[src/rtl/idx_pkg.sv]
// Package: shared widths, mode kinds and the decoded-descriptor record for
// the indexed effective-address unit. Assumes a 16-bit address space and an
// 8-bit instruction stream.
package idx_pkg;
    localparam int ADDR_W = 16;
    localparam int BYTE_W = 8;
    localparam int CYC_W  = 4;
    localparam int NB_W   = 2;

    typedef logic [ADDR_W-1:0] addr_t;
    typedef logic [CYC_W-1:0]  cyc_t;
    typedef logic [NB_W-1:0]   nb_t;

    // K_BAD is encoded zero so a cleared record reads as "no mode".
    typedef enum logic [3:0] {
        K_BAD, K_C5, K_NONE, K_ACC_A, K_ACC_B, K_ACC_D, K_C8, K_C16,
        K_PC8, K_PC16, K_INC1, K_INC2, K_DEC1, K_DEC2, K_EXT
    } kind_t;

    typedef struct packed {
        kind_t kind;
        logic  ind;
        nb_t   nbytes;
        cyc_t  cyc;
        logic  wb;
        logic  bad;
    } dec_t;

    // Sign-extend a byte to an address.
    function automatic addr_t sx8(input logic [BYTE_W-1:0] v);
        return {{(ADDR_W-BYTE_W){v[BYTE_W-1]}}, v};
    endfunction

    // Sign-extend the embedded 5-bit constant to an address.
    function automatic addr_t sx5(input logic [4:0] v);
        return {{(ADDR_W-5){v[4]}}, v};
    endfunction
endpackage

[src/rtl/idx_decode.sv]
// Module: idx_decode
// Combinational decode of the addressing descriptor into a mode kind, the
// number of offset bytes to fetch, the indirect flag, the extra-cycle cost,
// whether a base write-back is due, and an illegal flag.
// Assumes: opcode 0x30..0x33 are the load-effective-address forms whose
// targets are X, Y, S, U in that order.
module idx_decode
    import idx_pkg::*;
(
    input  logic [7:0] postbyte,
    input  logic [7:0] opcode,
    output dec_t       dec
);
    logic [1:0] lea_tgt;
    logic       is_lea;
    logic       self_step;

    // Map an address-load opcode onto the base register code it targets.
    always_comb begin
        is_lea  = (opcode[7:2] == 6'b001100);
        lea_tgt = {opcode[1], opcode[1] ^ opcode[0]};
    end

    // Translate the descriptor into a decoded record.
    always_comb begin
        dec = '0;
        if (!postbyte[7]) begin
            dec.kind = K_C5;
            dec.cyc  = cyc_t'(1);
        end else begin
            dec.ind = postbyte[4];
            unique case (postbyte[3:0])
                4'h0: begin dec.kind = K_INC1;  dec.cyc = cyc_t'(2); end
                4'h1: begin dec.kind = K_INC2;  dec.cyc = cyc_t'(3); end
                4'h2: begin dec.kind = K_DEC1;  dec.cyc = cyc_t'(2); end
                4'h3: begin dec.kind = K_DEC2;  dec.cyc = cyc_t'(3); end
                4'h4: begin dec.kind = K_NONE;  dec.cyc = cyc_t'(0); end
                4'h5: begin dec.kind = K_ACC_B; dec.cyc = cyc_t'(1); end
                4'h6: begin dec.kind = K_ACC_A; dec.cyc = cyc_t'(1); end
                4'h8: begin dec.kind = K_C8;  dec.nbytes = nb_t'(1); dec.cyc = cyc_t'(1); end
                4'h9: begin dec.kind = K_C16; dec.nbytes = nb_t'(2); dec.cyc = cyc_t'(4); end
                4'hB: begin dec.kind = K_ACC_D; dec.cyc = cyc_t'(4); end
                4'hC: begin dec.kind = K_PC8;  dec.nbytes = nb_t'(1); dec.cyc = cyc_t'(1); end
                4'hD: begin dec.kind = K_PC16; dec.nbytes = nb_t'(2); dec.cyc = cyc_t'(5); end
                4'hF: begin dec.kind = K_EXT;  dec.nbytes = nb_t'(2); dec.cyc = cyc_t'(5); end
                default: dec.kind = K_BAD;
            endcase
        end

        dec.bad = (dec.kind == K_BAD)
                || (dec.ind && (dec.kind == K_INC1 || dec.kind == K_DEC1))
                || (!dec.ind && dec.kind == K_EXT);

        self_step = !dec.ind && is_lea && (lea_tgt == postbyte[6:5])
                    && (dec.kind == K_INC1 || dec.kind == K_INC2);

        if (dec.bad) begin
            dec     = '0;
            dec.bad = 1'b1;
        end else begin
            if (dec.ind && dec.kind != K_EXT)
                dec.cyc = dec.cyc + cyc_t'(3);
            dec.wb = (dec.kind == K_INC1 || dec.kind == K_INC2 ||
                      dec.kind == K_DEC1 || dec.kind == K_DEC2) && !self_step;
        end
    end
endmodule

[src/rtl/idx_addr_calc.sv]
// Module: idx_addr_calc
// Combinational address arithmetic: selects the base register, forms the
// offset for the decoded kind, and returns the address, the stepped base
// value and the program counter advanced past the offset bytes.
// Assumes off_word already holds the fetched offset (low byte in [7:0]).
module idx_addr_calc
    import idx_pkg::*;
(
    input  kind_t       kind,
    input  nb_t         nbytes,
    input  logic [1:0]  base_sel,
    input  logic [4:0]  off5,
    input  addr_t       reg_x,
    input  addr_t       reg_y,
    input  addr_t       reg_u,
    input  addr_t       reg_s,
    input  addr_t       reg_pc,
    input  logic [7:0]  acc_a,
    input  logic [7:0]  acc_b,
    input  addr_t       off_word,
    output addr_t       addr,
    output addr_t       wb_value,
    output addr_t       pc_adv
);
    addr_t bank [4];
    addr_t base;

    // Collect the index registers in descriptor code order.
    generate
        for (genvar g = 0; g < 4; g++) begin : g_bank
            if (g == 0)      assign bank[g] = reg_x;
            else if (g == 1) assign bank[g] = reg_y;
            else if (g == 2) assign bank[g] = reg_u;
            else             assign bank[g] = reg_s;
        end
    endgenerate

    assign base   = bank[base_sel];
    assign pc_adv = reg_pc + addr_t'(nbytes);

    // Form the address and the stepped base for the decoded kind.
    always_comb begin
        addr     = '0;
        wb_value = base;
        unique case (kind)
            K_C5:    addr = base + sx5(off5);
            K_NONE:  addr = base;
            K_ACC_A: addr = base + sx8(acc_a);
            K_ACC_B: addr = base + sx8(acc_b);
            K_ACC_D: addr = base + {acc_a, acc_b};
            K_C8:    addr = base + sx8(off_word[7:0]);
            K_C16:   addr = base + off_word;
            K_PC8:   addr = pc_adv + sx8(off_word[7:0]);
            K_PC16:  addr = pc_adv + off_word;
            K_INC1:  begin addr = base; wb_value = base + addr_t'(1); end
            K_INC2:  begin addr = base; wb_value = base + addr_t'(2); end
            K_DEC1:  begin addr = base - addr_t'(1); wb_value = addr; end
            K_DEC2:  begin addr = base - addr_t'(2); wb_value = addr; end
            K_EXT:   addr = off_word;
            default: addr = '0;
        endcase
    end
endmodule

[src/rtl/idx_seq.sv]
// Module: idx_seq
// Sequencer: collects offset bytes over the fetch handshake, performs the
// optional pointer read, and registers all results with a one-cycle done.
// Assumes start is only raised while idle and the decoded inputs stay
// stable until done.
module idx_seq
    import idx_pkg::*;
(
    input  logic        clk,
    input  logic        rst_n,
    input  logic        start,
    input  nb_t         nbytes,
    input  logic        ind,
    input  cyc_t        cyc,
    input  logic        wb,
    input  logic        bad,
    input  logic [1:0]  base_sel,
    input  addr_t       calc_addr,
    input  addr_t       calc_wb,
    input  addr_t       calc_pc,
    output addr_t       off_word,
    output logic        fetch_req,
    input  logic        fetch_ready,
    input  logic [7:0]  fetch_data,
    output logic        mem_req,
    output addr_t       mem_addr,
    input  logic        mem_ready,
    input  addr_t       mem_data,
    output logic        done,
    output addr_t       ea,
    output logic        wb_en,
    output logic [1:0]  wb_sel,
    output addr_t       wb_value,
    output cyc_t        extra_cycles,
    output logic        illegal,
    output addr_t       pc_next
);
    typedef enum logic [1:0] {ST_IDLE, ST_FETCH, ST_IND} st_t;

    st_t   state;
    nb_t   left;
    addr_t op_q;
    logic  finish;

    assign fetch_req = (state == ST_FETCH);
    assign mem_req   = (state == ST_IND);
    assign mem_addr  = ea;

    // Offset as seen by the arithmetic, including the byte arriving now.
    assign off_word = (state == ST_FETCH) ? {op_q[ADDR_W-BYTE_W-1:0], fetch_data} : op_q;

    // The address is complete when no bytes are needed or the last one lands.
    always_comb begin
        finish = ((state == ST_IDLE) && start && (nbytes == '0))
              || ((state == ST_FETCH) && fetch_ready && (left == nb_t'(1)));
    end

    // Main control and result registers.
    always_ff @(posedge clk) begin
        if (!rst_n) begin
            state        <= ST_IDLE;
            left         <= '0;
            op_q         <= '0;
            done         <= 1'b0;
            ea           <= '0;
            wb_en        <= 1'b0;
            wb_sel       <= '0;
            wb_value     <= '0;
            extra_cycles <= '0;
            illegal      <= 1'b0;
            pc_next      <= '0;
        end else begin
            done <= 1'b0;
            unique case (state)
                ST_IDLE: begin
                    if (start && nbytes != '0) begin
                        left  <= nbytes;
                        op_q  <= '0;
                        state <= ST_FETCH;
                    end
                end
                ST_FETCH: begin
                    if (fetch_ready) begin
                        op_q <= off_word;
                        left <= left - nb_t'(1);
                    end
                end
                ST_IND: begin
                    if (mem_ready) begin
                        ea    <= mem_data;
                        done  <= 1'b1;
                        state <= ST_IDLE;
                    end
                end
                default: state <= ST_IDLE;
            endcase
            if (finish) begin
                ea           <= calc_addr;
                wb_en        <= wb;
                wb_sel       <= base_sel;
                wb_value     <= calc_wb;
                extra_cycles <= cyc;
                illegal      <= bad;
                pc_next      <= calc_pc;
                if (ind) begin
                    state <= ST_IND;
                end else begin
                    done  <= 1'b1;
                    state <= ST_IDLE;
                end
            end
        end
    end

    AST_FETCH_HOLD: assert property (@(posedge clk) disable iff (!rst_n)
        fetch_req && !fetch_ready |=> fetch_req);
    AST_REQ_EXCL: assert property (@(posedge clk) disable iff (!rst_n)
        !(fetch_req && mem_req));
    AST_PTR_ADDR_HOLD: assert property (@(posedge clk) disable iff (!rst_n)
        mem_req && !mem_ready |=> mem_req && $stable(mem_addr));
    AST_BAD_QUIET: assert property (@(posedge clk) disable iff (!rst_n)
        done && illegal |-> !wb_en && extra_cycles == '0);
    AST_DONE_PULSE: assert property (@(posedge clk) disable iff (!rst_n)
        done && !start |=> !done);
    AST_RESULT_HOLD: assert property (@(posedge clk) disable iff (!rst_n)
        done && !start |=> $stable(ea) && $stable(extra_cycles));
endmodule

[src/rtl/idx_ea_unit.sv]
// Module: idx_ea_unit (top)
// Indexed-mode effective-address unit: wires decode, arithmetic and the
// sequencer. Assumes all request inputs are held from start until done.
module idx_ea_unit
    import idx_pkg::*;
(
    input  logic        clk,
    input  logic        rst_n,
    input  logic        start,
    input  logic [7:0]  postbyte,
    input  logic [7:0]  opcode,
    input  logic [15:0] reg_x,
    input  logic [15:0] reg_y,
    input  logic [15:0] reg_u,
    input  logic [15:0] reg_s,
    input  logic [15:0] reg_pc,
    input  logic [7:0]  acc_a,
    input  logic [7:0]  acc_b,
    output logic        fetch_req,
    input  logic        fetch_ready,
    input  logic [7:0]  fetch_data,
    output logic        mem_req,
    output logic [15:0] mem_addr,
    input  logic        mem_ready,
    input  logic [15:0] mem_data,
    output logic        done,
    output logic [15:0] ea,
    output logic        wb_en,
    output logic [1:0]  wb_sel,
    output logic [15:0] wb_value,
    output logic [3:0]  extra_cycles,
    output logic        illegal,
    output logic [15:0] pc_next
);
    dec_t  dec;
    addr_t calc_addr;
    addr_t calc_wb;
    addr_t calc_pc;
    addr_t off_word;

    idx_decode u_dec (
        .postbyte (postbyte),
        .opcode   (opcode),
        .dec      (dec)
    );

    idx_addr_calc u_calc (
        .kind     (dec.kind),
        .nbytes   (dec.nbytes),
        .base_sel (postbyte[6:5]),
        .off5     (postbyte[4:0]),
        .reg_x    (reg_x),
        .reg_y    (reg_y),
        .reg_u    (reg_u),
        .reg_s    (reg_s),
        .reg_pc   (reg_pc),
        .acc_a    (acc_a),
        .acc_b    (acc_b),
        .off_word (off_word),
        .addr     (calc_addr),
        .wb_value (calc_wb),
        .pc_adv   (calc_pc)
    );

    idx_seq u_seq (
        .clk          (clk),
        .rst_n        (rst_n),
        .start        (start),
        .nbytes       (dec.nbytes),
        .ind          (dec.ind),
        .cyc          (dec.cyc),
        .wb           (dec.wb),
        .bad          (dec.bad),
        .base_sel     (postbyte[6:5]),
        .calc_addr    (calc_addr),
        .calc_wb      (calc_wb),
        .calc_pc      (calc_pc),
        .off_word     (off_word),
        .fetch_req    (fetch_req),
        .fetch_ready  (fetch_ready),
        .fetch_data   (fetch_data),
        .mem_req      (mem_req),
        .mem_addr     (mem_addr),
        .mem_ready    (mem_ready),
        .mem_data     (mem_data),
        .done         (done),
        .ea           (ea),
        .wb_en        (wb_en),
        .wb_sel       (wb_sel),
        .wb_value     (wb_value),
        .extra_cycles (extra_cycles),
        .illegal      (illegal),
        .pc_next      (pc_next)
    );

    AST_SMALL_OFF_COST: assert property (@(posedge clk) disable iff (!rst_n)
        done && !postbyte[7] |-> extra_cycles == 4'd1 && !illegal);
    AST_EXT_NO_WB: assert property (@(posedge clk) disable iff (!rst_n)
        done && postbyte[7] && postbyte[4:0] == 5'h1F |-> !wb_en);
    AST_BAD_NO_TRAFFIC: assert property (@(posedge clk) disable iff (!rst_n)
        done && illegal |-> $past(!fetch_req && !mem_req));
endmodule

[config.mk]
export PLATFORM = sky130hd
export DESIGN_NAME = idx_ea_unit
export DESIGN_NICKNAME = d
export VERILOG_FILES = /design/src/rtl/idx_pkg.sv /design/src/rtl/idx_decode.sv /design/src/rtl/idx_addr_calc.sv /design/src/rtl/idx_seq.sv /design/src/rtl/idx_ea_unit.sv
export SDC_FILE = /design/constraint.sdc
export NUM_CORES = 1
export LEC_CHECK = 0
export BUFFER_PORTS_ARGS = -buffer_cell sky130_fd_sc_hd__buf_2
export CORE_MARGIN = 2
export CORE_UTILIZATION = 30
export CTS_CLUSTER_SIZE = 16
export DETAILED_ROUTE_END_ITERATION = 10
export HOLD_SLACK_MARGIN = 0.08
export RECOVER_POWER = 25
export SYNTH_ARGS = -nofsm -noshare
export SYNTH_HDL_FRONTEND = slang
export SYNTH_SLANG_ARGS = --single-unit
[constraint.sdc]
create_clock -name clk -period 4.7 [get_ports clk]
set_input_delay 0.705 -clock clk [delete_from_list [all_inputs] [get_ports clk]]
set_output_delay 0.705 -clock clk [all_outputs]
set_load 0.02 [all_outputs]
==> flow_metrics.env <==
export IMPL_grt_max_degree=41
export IMPL_ios=216
export IMPL_intPower_mw=1.52
export IMPL_finalHoldViolCount=0
export IMPL_worstReg2RegEnd="u_seq.ea[15]$_SDFFE_PN0P_"
export IMPL_critical_path_slowest_cell="inv_1"
export IMPL_drive_gt1_share_pct=21.3
export IMPL_routed_wl_mm=31.4
export IMPL_num_antenna_cells=0
export IMPL_p_leak_nw=3.89
export IMPL_outcome="finished clean"
export IMPL_fillers=2729
export IMPL_slew_violations=0
export IMPL_grt_pass1_wl_mm=47.0
export IMPL_hold_worst_slack_ps=456
export IMPL_cp_num_buf_inv=3
export IMPL_layout_setup_ws_ps=539
export IMPL_cts_tree="yes"
export IMPL_die_y_um=165
export IMPL_final_area_um2=9400
export IMPL_start_util_pct=30.7
export IMPL_num_vias=8894
export IMPL_critPathMaxStageDelay_ps=390
export IMPL_maxClockFrequency_mhz=240
export IMPL_hold_buffers=0
export IMPL_synth_edf_count=0
export IMPL_layout_min_cycle_time_ps=4160
export IMPL_dp_hpwl_mm=24.6
export IMPL_core_um2=25300
export IMPL_synthFlopType="dfxtp_1"
export IMPL_syn_cell_area_um2=7770
export IMPL_swShare_pct=38.2
export IMPL_fp_dieW_um=165
export IMPL_rr_worst_depth=16
export IMPL_cts_root_buf="clkbuf_16"
export IMPL_routed_wl_met3_mm=2.45
export IMPL_irDropWorstVdd_mv=0.176
export IMPL_yosysWarnings=0
export IMPL_worstHoldStart="u_seq.op_q[9]$_SDFFE_PN0P_"
export IMPL_p_comb_share_pct=37.8
export IMPL_drcViolationCount=0
export IMPL_wl_met1_mm=13.6
export IMPL_drv_cap=0
export IMPL_cp_required_ps=4950
export IMPL_worstMarginPinSlew_ps=1160
export IMPL_vias_per_cell=5.65
export IMPL_place_area_um2=9120
export IMPL_grt_overflow=0
export IMPL_syn_nets=1248
export IMPL_antenna_found_initial=0
export IMPL_worstSetupPathType="register to register"
export IMPL_drt_first_pass_iters=6
export IMPL_drtIter0Drc=900
export IMPL_clock_sinks=77
export IMPL_cp_max_fo=16
export IMPL_slew_headroom_pct=21.7
export IMPL_cts_resized=0
export IMPL_holdCritPathClass="register to register"
export IMPL_switching_power_uw=942
export IMPL_hold_end="u_seq.op_q[9]$_SDFFE_PN0P_"
export IMPL_met2_length_mm=14.3
export IMPL_rows=58
export IMPL_die_area_um2=27200
export IMPL_grt_pass1_vias=8202
export IMPL_wl_per_cell_um=20.0
export IMPL_synth_cells=1065
export IMPL_syn_area_per_cell_um2=7.30
export IMPL_r2r_start="u_seq.state[1]$_SDFFE_PN0P_"
export IMPL_clk_pin_slew_ps=70
export IMPL_finalCritPeriodShare_pct=88.5
export IMPL_finalSetupTns_ps=0
export IMPL_async_reset_ff_share_pct=0
export IMPL_antenna_left=0
export IMPL_end_kind="register"
export IMPL_path_cells="nand2b_1, inv_1, mux2i_1, inv_1, a222oi_1, o21ai_0, ha_1, nand3_1, o22ai_1, a221oi_1, buf_4, o311ai_0, a21oi_1, xnor2_1, a211oi_1, o2bb2ai_1"
export IMPL_clkPwrFrac_pct=32.7
export IMPL_rsz0062_at_grt="false"
export IMPL_final_nets=1423
export IMPL_highest_layer="met4"
export IMPL_hold_depth=2
export IMPL_post_cts_buffers=0
export IMPL_clk_latency_ps=360
export IMPL_finalSetupViolCount=0
export IMPL_cp_top_family="compound AO/OA/AOI/OAI gates"
export IMPL_portBuffers=215
export IMPL_pre_cts_slack_ps=370
export IMPL_synth_seq_area_share_pct=19.8
export IMPL_numCtsBuffers=9
export IMPL_clk_path_buf_depth=2
export IMPL_r2r_slack_ps=540
export IMPL_power_share_sequential_pct=29.5
export IMPL_synth_seq_cells=77
export IMPL_start_kind="register"
export IMPL_area_growth_pct=21.0
export IMPL_cp_common_cell="inv_1"
export IMPL_worstPathArrival_ps=4410
export IMPL_grt_usage_pct=22.8
export IMPL_place_gp_congestion=0.945
export IMPL_htree_levels=3
export IMPL_finalClockSkew_ps=4.94
export IMPL_ys_types=82
export IMPL_power_density_nw_per_um2=262
-- worst reg2reg max path, stage by stage (launching register included) --
cell,delay [ps]
dfxtp_1,380
nand2b_1,190
inv_1,390
mux2i_1,310
inv_1,140
a222oi_1,380
o21ai_0,160
ha_1,360
nand3_1,100
o22ai_1,310
a221oi_1,160
buf_4,180
o311ai_0,320
a21oi_1,140
xnor2_1,130
a211oi_1,310
o2bb2ai_1,90
-- layout make-up --
cell class                 instances  area, µm²  area share [%]
clock buffer                      10        229            2.44
clock inverter                     6       93.8           0.999
inverter                          24       90.1           0.959
multi-input combinational        878       5740            61.1
sequential                        77       1540            16.4
tap                              330        413            4.39
timing repair buffer             250       1290            13.7
-- cell usage after synthesis (all sizes together) (17+ instances only) --
cell	instances	area share (%)
nand2	127	6.1
nor2	111	5.4
a21oi	109	7.1
o21ai	83	5.3
dfxtp	77	20
clkbuf	54	2.6
nand3	49	3.2
ha	39	6.3
xnor2	33	3.7
buf	32	2.6
inv	23	1.1
nor3	23	1.5
a31oi	19	1.5
xor2	18	2.0
mux4	17	5.2
-- per-layer routing --
metal	global-route usage (%)	vias to the layer above
li1	-	4269
met1	29.7	4140
met2	37.0	422
met3	4.17	63
met4	9.37	0
met5	0	-
-- flip-flops by register name, summed over array words and instances (netlist names) --
name	flops
u_seq.done	1
u_seq.ea	16
u_seq.extra_cycles	4
u_seq.illegal	1
u_seq.left	2
u_seq.op_q	16
u_seq.pc_next	16
u_seq.state	2
u_seq.wb_en	1
u_seq.wb_sel	2
u_seq.wb_value	16
-- power by group through the flow --
stage / logic [mW] / registers [mW] / clock network (mW)
after floorplan: 0.577 / 0.793 / 0
after global placement: 0.922 / 0.740 / 0
after detailed placement: 0.923 / 0.741 / 0
after CTS: 0.927 / 0.727 / 0.824
after global routing: 1.02 / 0.732 / 0.847
final: 0.931 / 0.727 / 0.807
-- stage by stage --
| stage | instances | power (mW) | utilization (%) |
|---|---|---|---|
| finish | 1575 | 2.46 | 37.1 |
| global route | 1575 | 2.60 | 37.1 |
| CTS | 1575 | 2.48 | 37.3 |
| detailed placement | 1559 | 1.66 | 36.0 |
| global placement | 1559 | 1.66 | 36.0 |
| floorplan | 1065 | 1.37 | - |
-- cell families after synthesis --
logic type,count (synthesis),synth area share (%)
XOR/XNOR,51,5.75
AO/OA/AOI/OAI,351,29.0
buffers and inverters,110,6.39
flip-flops,77,19.8
adder cells (fa/ha/maj),42,7.05
multiplexers,34,7.50
AND/OR/NAND/NOR,400,24.5
-- cells in the final DEF, fill, tap and decap left out, types with 10 or more instances in the layout --
master / count
a21o_1: 16
a21oi_1: 108
a221oi_1: 11
a222oi_1: 11
a31oi_1: 19
buf_2: 177
buf_4: 35
clkbuf_1: 39
dfxtp_1: 77
ha_1: 39
inv_1: 22
mux2i_1: 11
mux4_2: 11
nand2_1: 127
nand3_1: 48
nand4_1: 12
nor2_1: 110
nor2b_1: 16
nor3_1: 23
o211ai_1: 10
o21a_1: 10
o21ai_0: 81
xnor2_1: 33
xor2_1: 18
-- how the worst max path moves through the flow --
stage,from,endpoint,slack [ps],depth (start not counted)
after floorplan,postbyte[1],u_seq.ea[13]$_SDFFE_PN0P_,170,17
after global placement,postbyte[7],u_seq.ea[13]$_SDFFE_PN0P_,420,16
after detailed placement,postbyte[3],u_seq.ea[15]$_SDFFE_PN0P_,370,18
after CTS,u_seq.state[1]$_SDFFE_PN0P_,u_seq.ea[15]$_SDFFE_PN0P_,600,16
after global routing,u_seq.state[0]$_SDFFE_PN0P_,u_seq.ea[15]$_SDFFE_PN0P_,240,16
final,u_seq.state[1]$_SDFFE_PN0P_,u_seq.ea[15]$_SDFFE_PN0P_,540,16
Note: power is estimated with default switching activity, not from simulation.
